--- src/rtl/spinor_mon_pkg.sv ---
package spinor_mon_pkg;

  localparam int VAL_W    = 24;
  localparam int NUM_CMDS = 8;

  typedef enum logic [3:0] {
    EV_NONE    = 4'd0,
    EV_CMD     = 4'd1,
    EV_ADDR    = 4'd2,
    EV_ID      = 4'd3,
    EV_STATUS  = 4'd4,
    EV_DATA    = 4'd5,
    EV_BLKEND  = 4'd6,
    EV_UNKNOWN = 4'd7,
    EV_ALIGN   = 4'd8
  } evt_kind_e;

  // index order matches the opcode table in the decoder (entry i -> value i+1)
  typedef enum logic [3:0] {
    C_IDLE = 4'd0,
    C_WREN = 4'd1,
    C_RDID = 4'd2,
    C_RDSR = 4'd3,
    C_READ = 4'd4,
    C_FAST = 4'd5,
    C_SE   = 4'd6,
    C_PP   = 4'd7,
    C_REMS = 4'd8
  } cmd_e;

  typedef struct packed {
    logic             vld;
    evt_kind_e        kind;
    logic [7:0]       op;
    logic [VAL_W-1:0] val;
  } evt_t;

endpackage

--- src/rtl/spinor_op_decode.sv ---
module spinor_op_decode
  import spinor_mon_pkg::*;
#(
  parameter logic [7:0] OP_WREN = 8'h06,
  parameter logic [7:0] OP_RDID = 8'h9F,
  parameter logic [7:0] OP_RDSR = 8'h05,
  parameter logic [7:0] OP_READ = 8'h03,
  parameter logic [7:0] OP_FAST = 8'h0B,
  parameter logic [7:0] OP_SE   = 8'h20,
  parameter logic [7:0] OP_PP   = 8'h02,
  parameter logic [7:0] OP_REMS = 8'h90
) (
  input  logic [7:0] opcode,
  output logic       hit,
  output cmd_e       cmd
);

  localparam logic [7:0] OPS [NUM_CMDS] = '{
    OP_WREN, OP_RDID, OP_RDSR, OP_READ, OP_FAST, OP_SE, OP_PP, OP_REMS
  };

  logic [NUM_CMDS-1:0] match;

  for (genvar gi = 0; gi < NUM_CMDS; gi++) begin : g_cmp
    assign match[gi] = (opcode == OPS[gi]);
  end

  // lowest table index wins if two parameters collide
  always_comb begin
    hit = 1'b0;
    cmd = C_IDLE;
    for (int i = 0; i < NUM_CMDS; i++) begin
      if (match[i] && !hit) begin
        hit = 1'b1;
        cmd = cmd_e'(i + 1);
      end
    end
  end

endmodule

--- src/rtl/spinor_mon_seq.sv ---
module spinor_mon_seq
  import spinor_mon_pkg::*;
#(
  parameter int CNT_W = 16
) (
  input  logic       clk,
  input  logic       rst,
  input  logic       byte_vld,
  input  logic [7:0] mosi_byte,
  input  logic [7:0] miso_byte,
  input  logic       cs_evt,
  input  logic       dec_hit,
  input  cmd_e       dec_cmd,
  output evt_t       evt_nxt
);

  localparam int POS_W   = 3;
  localparam int IDX_W   = POS_W + 1;
  localparam int DIDX_W  = VAL_W - 8;
  localparam logic [POS_W-1:0] POS_MAX = '1;
  localparam logic [CNT_W-1:0] CNT_MAX = '1;

  cmd_e             cmd_q, cmd_n;
  logic [POS_W-1:0] pos_q, pos_n;
  logic [7:0]       op_q, op_n;
  logic [23:0]      addr_q, addr_n;
  logic             ord_q, ord_n;
  logic             open_q, open_n;
  logic [CNT_W-1:0] cnt_q, cnt_n;

  logic [IDX_W-1:0] idx;
  logic [IDX_W-1:0] data_start;
  logic [23:0]      addr_sh;

  assign idx        = {1'b0, pos_q} + IDX_W'(1);
  assign data_start = (cmd_q == C_FAST) ? IDX_W'(6) : IDX_W'(5);
  assign addr_sh    = {addr_q[15:0], mosi_byte};

  always_ff @(posedge clk) begin
    if (rst) begin
      cmd_q  <= C_IDLE;
      pos_q  <= '0;
      op_q   <= '0;
      addr_q <= '0;
      ord_q  <= 1'b0;
      open_q <= 1'b0;
      cnt_q  <= '0;
    end else begin
      cmd_q  <= cmd_n;
      pos_q  <= pos_n;
      op_q   <= op_n;
      addr_q <= addr_n;
      ord_q  <= ord_n;
      open_q <= open_n;
      cnt_q  <= cnt_n;
    end
  end

  always_comb begin
    cmd_n   = cmd_q;
    pos_n   = pos_q;
    op_n    = op_q;
    addr_n  = addr_q;
    ord_n   = ord_q;
    open_n  = open_q;
    cnt_n   = cnt_q;
    evt_nxt = '0;

    if (cs_evt) begin
      if (open_q) begin
        evt_nxt.vld  = 1'b1;
        evt_nxt.kind = EV_BLKEND;
        evt_nxt.op   = op_q;
        evt_nxt.val  = VAL_W'(cnt_q);
      end
      cmd_n  = C_IDLE;
      pos_n  = '0;
      addr_n = '0;
      open_n = 1'b0;
      cnt_n  = '0;
    end else if (byte_vld) begin
      if (cmd_q != C_IDLE && pos_q != POS_MAX) pos_n = pos_q + POS_W'(1);
      evt_nxt.op = op_q;
      unique case (cmd_q)
        C_IDLE: begin
          evt_nxt.vld = 1'b1;
          evt_nxt.op  = mosi_byte;
          if (dec_hit) begin
            evt_nxt.kind = EV_CMD;
            op_n         = mosi_byte;
            open_n       = 1'b0;
            cnt_n        = '0;
            if (dec_cmd != C_WREN) begin
              cmd_n = dec_cmd;
              pos_n = POS_W'(1);
            end
          end else begin
            evt_nxt.kind = EV_UNKNOWN;
            evt_nxt.val  = {16'h0, mosi_byte};
          end
        end
        C_READ, C_FAST, C_PP, C_SE: begin
          if (idx >= IDX_W'(2) && idx <= IDX_W'(4)) begin
            addr_n = addr_sh;
            if (idx == IDX_W'(4)) begin
              evt_nxt.vld = 1'b1;
              evt_nxt.val = addr_sh;
              if (cmd_q == C_SE) begin
                evt_nxt.kind = (addr_sh[11:0] != 12'h0) ? EV_ALIGN : EV_ADDR;
                cmd_n        = C_IDLE;
                pos_n        = '0;
              end else begin
                evt_nxt.kind = EV_ADDR;
              end
            end
          end else if (idx >= data_start) begin
            evt_nxt.vld  = 1'b1;
            evt_nxt.kind = EV_DATA;
            evt_nxt.val  = {DIDX_W'(cnt_q), (cmd_q == C_PP) ? mosi_byte : miso_byte};
            open_n       = 1'b1;
            if (cnt_q != CNT_MAX) cnt_n = cnt_q + CNT_W'(1);
          end
        end
        C_RDID: begin
          evt_nxt.vld  = 1'b1;
          evt_nxt.kind = EV_ID;
          evt_nxt.val  = {14'h0, 2'(idx - IDX_W'(2)), miso_byte};
          if (idx == IDX_W'(4)) begin
            cmd_n = C_IDLE;
            pos_n = '0;
          end
        end
        C_RDSR: begin
          evt_nxt.vld  = 1'b1;
          evt_nxt.kind = EV_STATUS;
          evt_nxt.val  = {16'h0, miso_byte};
        end
        C_REMS: begin
          if (idx == IDX_W'(4)) begin
            ord_n = (mosi_byte != 8'h00);
          end else if (idx == IDX_W'(5) || idx == IDX_W'(6)) begin
            evt_nxt.vld  = 1'b1;
            evt_nxt.kind = EV_ID;
            // selector 2 = device, 0 = manufacturer; order flips with ord_q
            evt_nxt.val  = {14'h0, ((idx == IDX_W'(5)) ^ ord_q) ? 2'd0 : 2'd2, miso_byte};
            if (idx == IDX_W'(6)) begin
              cmd_n = C_IDLE;
              pos_n = '0;
            end
          end
        end
        default: ;
      endcase
    end
  end

endmodule

--- src/rtl/spinor_evt_reg.sv ---
module spinor_evt_reg
  import spinor_mon_pkg::*;
(
  input  logic clk,
  input  logic rst,
  input  evt_t evt_in,
  output evt_t evt_out
);

  always_ff @(posedge clk) begin
    if (rst) evt_out <= '0;
    else     evt_out <= evt_in;
  end

endmodule

--- src/rtl/spinor_cmd_monitor.sv ---
module spinor_cmd_monitor
  import spinor_mon_pkg::*;
#(
  parameter logic [7:0] OP_WREN = 8'h06,
  parameter logic [7:0] OP_RDID = 8'h9F,
  parameter logic [7:0] OP_RDSR = 8'h05,
  parameter logic [7:0] OP_READ = 8'h03,
  parameter logic [7:0] OP_FAST = 8'h0B,
  parameter logic [7:0] OP_SE   = 8'h20,
  parameter logic [7:0] OP_PP   = 8'h02,
  parameter logic [7:0] OP_REMS = 8'h90,
  parameter int         CNT_W   = 16
) (
  input  logic        clk,
  input  logic        rst,
  input  logic        byte_vld,
  input  logic [7:0]  mosi_byte,
  input  logic [7:0]  miso_byte,
  input  logic        cs_evt,
  output logic        evt_vld,
  output logic [3:0]  evt_kind,
  output logic [7:0]  evt_op,
  output logic [23:0] evt_val
);

  logic dec_hit;
  cmd_e dec_cmd;
  evt_t evt_nxt;
  evt_t evt_q;

  spinor_op_decode #(
    .OP_WREN(OP_WREN), .OP_RDID(OP_RDID), .OP_RDSR(OP_RDSR), .OP_READ(OP_READ),
    .OP_FAST(OP_FAST), .OP_SE(OP_SE), .OP_PP(OP_PP), .OP_REMS(OP_REMS)
  ) u_dec (
    .opcode (mosi_byte),
    .hit    (dec_hit),
    .cmd    (dec_cmd)
  );

  spinor_mon_seq #(.CNT_W(CNT_W)) u_seq (
    .clk       (clk),
    .rst       (rst),
    .byte_vld  (byte_vld),
    .mosi_byte (mosi_byte),
    .miso_byte (miso_byte),
    .cs_evt    (cs_evt),
    .dec_hit   (dec_hit),
    .dec_cmd   (dec_cmd),
    .evt_nxt   (evt_nxt)
  );

  spinor_evt_reg u_out (
    .clk     (clk),
    .rst     (rst),
    .evt_in  (evt_nxt),
    .evt_out (evt_q)
  );

  assign evt_vld  = evt_q.vld;
  assign evt_kind = evt_q.kind;
  assign evt_op   = evt_q.op;
  assign evt_val  = evt_q.val;

endmodule

--- config.mk ---
export PLATFORM = sky130hd
export DESIGN_NAME = spinor_cmd_monitor
export DESIGN_NICKNAME = d
export VERILOG_FILES = /design/src/rtl/spinor_mon_pkg.sv /design/src/rtl/spinor_op_decode.sv /design/src/rtl/spinor_mon_seq.sv /design/src/rtl/spinor_evt_reg.sv /design/src/rtl/spinor_cmd_monitor.sv
export SDC_FILE = /design/constraint.sdc
export NUM_CORES = 1
export LEC_CHECK = 0
export BUFFER_PORTS_ARGS = -buffer_cell sky130_fd_sc_hd__buf_2
export CAP_MARGIN = 20
export CORE_MARGIN = 3
export CORE_UTILIZATION = 52
export CTS_CLUSTER_SIZE = 16
export DETAILED_ROUTE_END_ITERATION = 16
export MAX_ROUTING_LAYER = met4
export PLACE_DENSITY = 0.86
export SLEW_MARGIN = 20
export SYNTH_ARGS = -nofsm -noshare
export SYNTH_HDL_FRONTEND = slang
export SYNTH_HIERARCHICAL = 1
export SYNTH_SLANG_ARGS = --single-unit
--- constraint.sdc ---
create_clock -name clk -period 2.9 [get_ports clk]
set_input_delay 0.58 -clock clk [delete_from_list [all_inputs] [get_ports clk]]
set_output_delay 0.58 -clock clk [all_outputs]
set_load 0.1 [all_outputs]
After elaboration in Yosys (flattened, before gate mapping)

Index checks and enable logic that the tools add are counted.

Bits in registers: 86
Bits of input ports: 20
Output and inout bits: 37
Word-level logic and storage cells: 153

$add $sub $neg: 4
Magnitude comparators: 3
Equal/unequal tests: 33
Muxes and demuxes: 69
Bitwise gates (word level): 2
Reductions and logical operators: 31

Operators with widths:

| operator              | number |
|---|---|
| $pmux 24 s5           | 1 |
| $mux 37               | 3 |
| $mux 24               | 4 |
| $mux 16               | 4 |
| $mux 4                | 12 |
| $mux 3                | 15 |
| $pmux 16 s2           | 1 |
| $eq 4x3->1 const B    | 7 |
| $mux 5                | 5 |
| $pmux 5 s5            | 1 |
| $mux 8                | 3 |
| $ne 2x1->1 const B    | 9 |
| $add 16x1->16 const B | 1 |
| $eq 8x2->1 const B    | 2 |
| $eq 8x3->1 const B    | 2 |
| $eq 8x8->1 const B    | 2 |
| $ne 16x16->1 const B  | 1 |
| $pmux 4 s4            | 1 |
| $mux 1                | 12 |
| $pmux 3 s4            | 1 |
| $reduce_bool 12->1    | 1 |
| $reduce_and 11->1     | 1 |
| $mux 10               | 1 |
| $logic_and 1x1->1     | 9 |
| other kinds (29)      | 43 |

Longest topological paths before layout

Depth after elaboration: 27
Gate-level depth with buffers: 12
Gate-level depth less buffers: 10

Hierarchy

The synthesis kept the hierarchy.

By module, submodules not included:

| module           | times used | cells an instance | area each (um^2) | seq. area each (um^2) |
|---|---|---|---|---|
| spinor_mon_seq   | 1          | 407               | 3,166.8          | 980.9 |
| spinor_evt_reg   | 1          | 77                | 1,023.5          | 740.7 |
| spinor_op_decode | 1          | 29                | 205.2            | 0.0 |

Worst setup path after synthesis

No wires, ideal clock.

Kind: reg-to-reg
Start: register u_seq.cmd_q[3]
End: register u_out/evt_out[36] (netlist bit)
Data arrival time: 2.566 ns
Path slack: 0.219 ns
Cell stages (with the launch flop): 13
Period minus slack after synthesis: 2.681 ns
Cells stage by stage: dfxtp_1 -> buf_2 -> nand2b_1 -> or3_1 -> ha_1 -> nand2b_1 -> nand4_1 -> a31oi_1 -> buf_2 -> nor3_1 -> nor2_1 -> or3_1 -> and2b_2

RTL lines:

| what                   | RTL line             | RTL |
|---|---|---|
| start, declared        | spinor_mon_seq.sv:23 | `cmd_e cmd_q, cmd_n;` |
| start signal, assigned | spinor_mon_seq.sv:49 | `cmd_q <= cmd_n;` |
| end signal, assigned   | spinor_evt_reg.sv:12 | `else evt_out <= evt_in;` |
| end, declared          | spinor_evt_reg.sv:7  | `output evt_t evt_out` |

==> run_results.csv <==
group,metric,value,unit
logic_synthesis,ys_seq_elements,86,
floorplanning,ios,57,
cells_and_area,syn2layout_area_growth,13.1,%
setup_path,critical_path_required,3160,ps
logic_synthesis,synthCells,513,
placed_design,placed_cell_area,0.00472,mm^2
setup_path,critPathLaunchType,"flip-flop",
placed_design,gp_congestion,0.952,
route,wl,12200,um
route,drtIter0Drc,586,
floorplanning,die_w,97.9,um
floorplanning,initial_core_util,55.2,%
clock_tree,cts_tree,"built",
logic_synthesis,syn_area,0.00440,mm^2
flow_run,maxCapViolations,0,
setup_path,critPathKind,"flip-flop to flip-flop",
placed_design,place_ws,29.3,ps
timing,worst_slew_pin_slew,681,ps
setup_path,rr_startpoint,"u_seq/cmd_q[0]",
global_routing,grt_util_met1,32.4,%
global_routing,antenna_found_initial,0,
cells_and_area,final_core_util,62.4,%
clock_tree,clk_path_buf_depth,2,
logic_synthesis,async_reset_ff_share,0,%
logic_synthesis,synth_commonest_cells,"dfxtp_1 (86), nor2_1 (56), nand2_1 (41)",
timing,finalClockSkew,6.53,ps
timing,timing.fmax,361,MHz
setup_path,crit_arrival,3030,ps
timing,timing.slew.headroom,54.3,%
route,post-route-drc-count,0,
logic_synthesis,yosysMostFrequentCell,"dfxtp_1",
status,status,"finished, final reports clean",
timing,slew_violations,0,
route,drt_pass1_iterations,5,
hold_path,min-delay-start,"u_seq/op_q[4]",
timing,worst_slack,129,ps
floorplanning,die_area,0.00959,mm^2
logic_synthesis,synth_top_area_share,39.2,%
logic_synthesis,synth-main-ff-cell,"dfxtp_1",
logic_synthesis,post-synth-top-area-cell,"dfxtp_1",
hold_path,hold_path.class,"flip-flop to flip-flop",
clock_tree,cts.sink_count,86,
global_routing,grt_max_degree,48,
global_routing,grt_first_pass_wirelength,19400,um
placed_design,io_buffers,56,
global_routing,met2_usage,39.7,%
logic_synthesis,synth_edf_count,0,
timing,fin_crit,2770,ps
route,ant_nets,0,
floorplanning,die-height,97.9,um
pwr,p_leak,2.07,nW
hold_path,holdPathEnd,"u_seq/op_q[4]",
logic_synthesis,syn_area_per_cell,8.57,um^2
placed_design,dp_hpwl,8340,um
setup_path,ff2ff_path_depth,11,
cells_and_area,num_antenna_cells,0,
route,detail_route.wl_per_cell,18.2,um
cells_and_area,nFillCells,676,
global_routing,grt_overflow,0,
clock_tree,cts_root_buffer,"clkbuf_8",
pwr,irDropWorstVdd,0.264,mV
clock_tree,clock_insertion_delay_worst_skew,360,ps
clock_tree,cts_made_buffers,9,
logic_synthesis,ys_warn_count,6,
logic_synthesis,synth-seq-area-share,39.2,%
floorplanning,core_area,0.00797,mm^2
route,vias_per_cell,6.35,
timing,fin_crit_sh,95.5,%
cells_and_area,fin_nets,594,
global_routing,use_met3,5.21,%
clock_tree,cts_max_level,3,
clock_tree,clkTransAtPathRegs,90,ps
floorplanning,rows,32,
setup_path,r2r-end,"u_out/evt_out[36]",
logic_synthesis,ys_types,64,
setup_path,end_kind,"flip-flop",
route,num_vias,4273,
timing,hold-worst-slack,461,ps
setup_path,cp_max_fo,10,
hold_path,hold_depth,2,
global_routing,busiest_layer,"met2",
pwr,pwr_density_cell,449,mW/mm^2
timing,setup_viol_count_final,0,
timing,setup_tns,0,ps
setup_path,ff2ff_setup_slack,130,ps
global_routing,grt_pass1_vias,3896,
global_routing,track_usage,25.3,%
cells_and_area,final_area,0.00497,mm^2
timing,hold_viol_final,0,
cells_and_area,layout-drive-gt1-share,20.7,%
logic_synthesis,syn-num-nets,540,
logic_synthesis,netlist_top_cells_area,"dfxtp_1 (39%), nor2b_1 (5.0%), nor2_1 (4.8%), mux2i_1 (4.3%), nand2_1 (3.5%)",
metrics by stage:
stage          instances  power, mW
3_5_place_dp         655       1.41
3_3_place_gp         655       1.41
6_report             673       2.23
4_1_cts              670       2.23
2_1_floorplan        513       1.36
5_1_grt              673       2.31
flip-flops by register name, summed over array words and instances (netlist names):
| register | cells |
|---|---|
| u_seq/addr_q | 16 |
| u_seq/cmd_q | 4 |
| u_seq/ord_q | 1 |
| u_seq/pos_q | 3 |
| u_seq/cnt_q | 16 |
| u_out/evt_out | 37 |
| u_seq/op_q | 8 |
| u_seq/open_q | 1 |
layout by cell type (no fill, tap or decap), types with 4 or more instances in the layout:
master    count
a21oi_1      20
a221o_1       8
a22o_1        8
a22oi_1      14
a31oi_1       7
and2b_2       7
and3_1       13
and4_1        6
buf_2        57
buf_4        18
clkbuf_8      9
dfxtp_1      85
ha_1          7
inv_1         8
mux2i_1      19
nand2_1      41
nand2b_1      7
nand3_1      20
nand4_1      10
nor2_1       56
nor2b_1      35
nor3_1        9
nor4_1        5
o21ai_0      28
o21ai_1       4
o22ai_1       4
o31ai_1       5
or3_1         4
logic make-up after synthesis:
family	synth area share (%)
DFF	39.2
xor gates and xnor gates	0.399
AOI/OAI and AO/OA	18.4
buffers and inverters	5.49
and+or+nand+nor	30.2
adders and majority gates	1.99
muxes	4.33
routing by layer:
| layer | routed length (um) | part of all wire, % |
|---|---|---|
| met2 | 5840 | 48 |
| met1 | 4830 | 39 |
| met5 | 0 | 0 |
| met3 | 1230 | 10 |
| met4 | 327 | 2.7 |
critical path, stage by stage, from the launching register on:
cell and delay [ps]:
dfxtp_1 330, inv_1 90, or3_4 420, ha_1 280, nand2b_1 160, nand4_1 160, a31oi_4 120, buf_6 170
nor3_1 270, nor2_1 120, or3_1 370, and2b_2 190
power breakdown:
group          leakage [nW]  switching [mW]  internal, mW  total [mW]
sequential            0.695         0.00429          1.19        1.19
clock                0.0976           0.444         0.402       0.846
combinational          1.28           0.145        0.0492       0.194
total                  2.07           0.593          1.64        2.23
cell type report:
| type | instances | area [um^2] | area share [%] |
|---|---|---|---|
| timing repair buffer | 76 | 432 | 8.68 |
| multi-input combinational | 386 | 2460 | 49.6 |
| tap | 102 | 128 | 2.57 |
| sequential | 86 | 1720 | 34.7 |
| clock buffer | 9 | 124 | 2.49 |
| inverter | 8 | 30.0 | 0.604 |
| clock inverter | 6 | 71.3 | 1.43 |
how the worst max path moves through the flow:
stage	startpoint	cells after the start	endpoint	slack, ps
2_1_floorplan	u_seq/cmd_q[3]	12	u_out/evt_out[36]	220
3_3_place_gp	u_seq/cmd_q[0]	11	u_out/evt_out[36]	120
3_5_place_dp	mosi_byte[1]	10	u_out/evt_out[4]	30
4_1_cts	u_seq/cmd_q[0]	10	u_out/evt_out[4]	30
5_1_grt	u_seq/cmd_q[0]	11	u_out/evt_out[36]	-1
6_report	u_seq/cmd_q[0]	11	u_out/evt_out[36]	130
repair_timing:
action,4_1_cts,5_1_grt
gates resized for setup,0,7
buffers inserted,0,2
hold buffers,0,0
endpoints found under the setup margin,0,9
No activity file was read; power rests on OpenSTA's default activity.
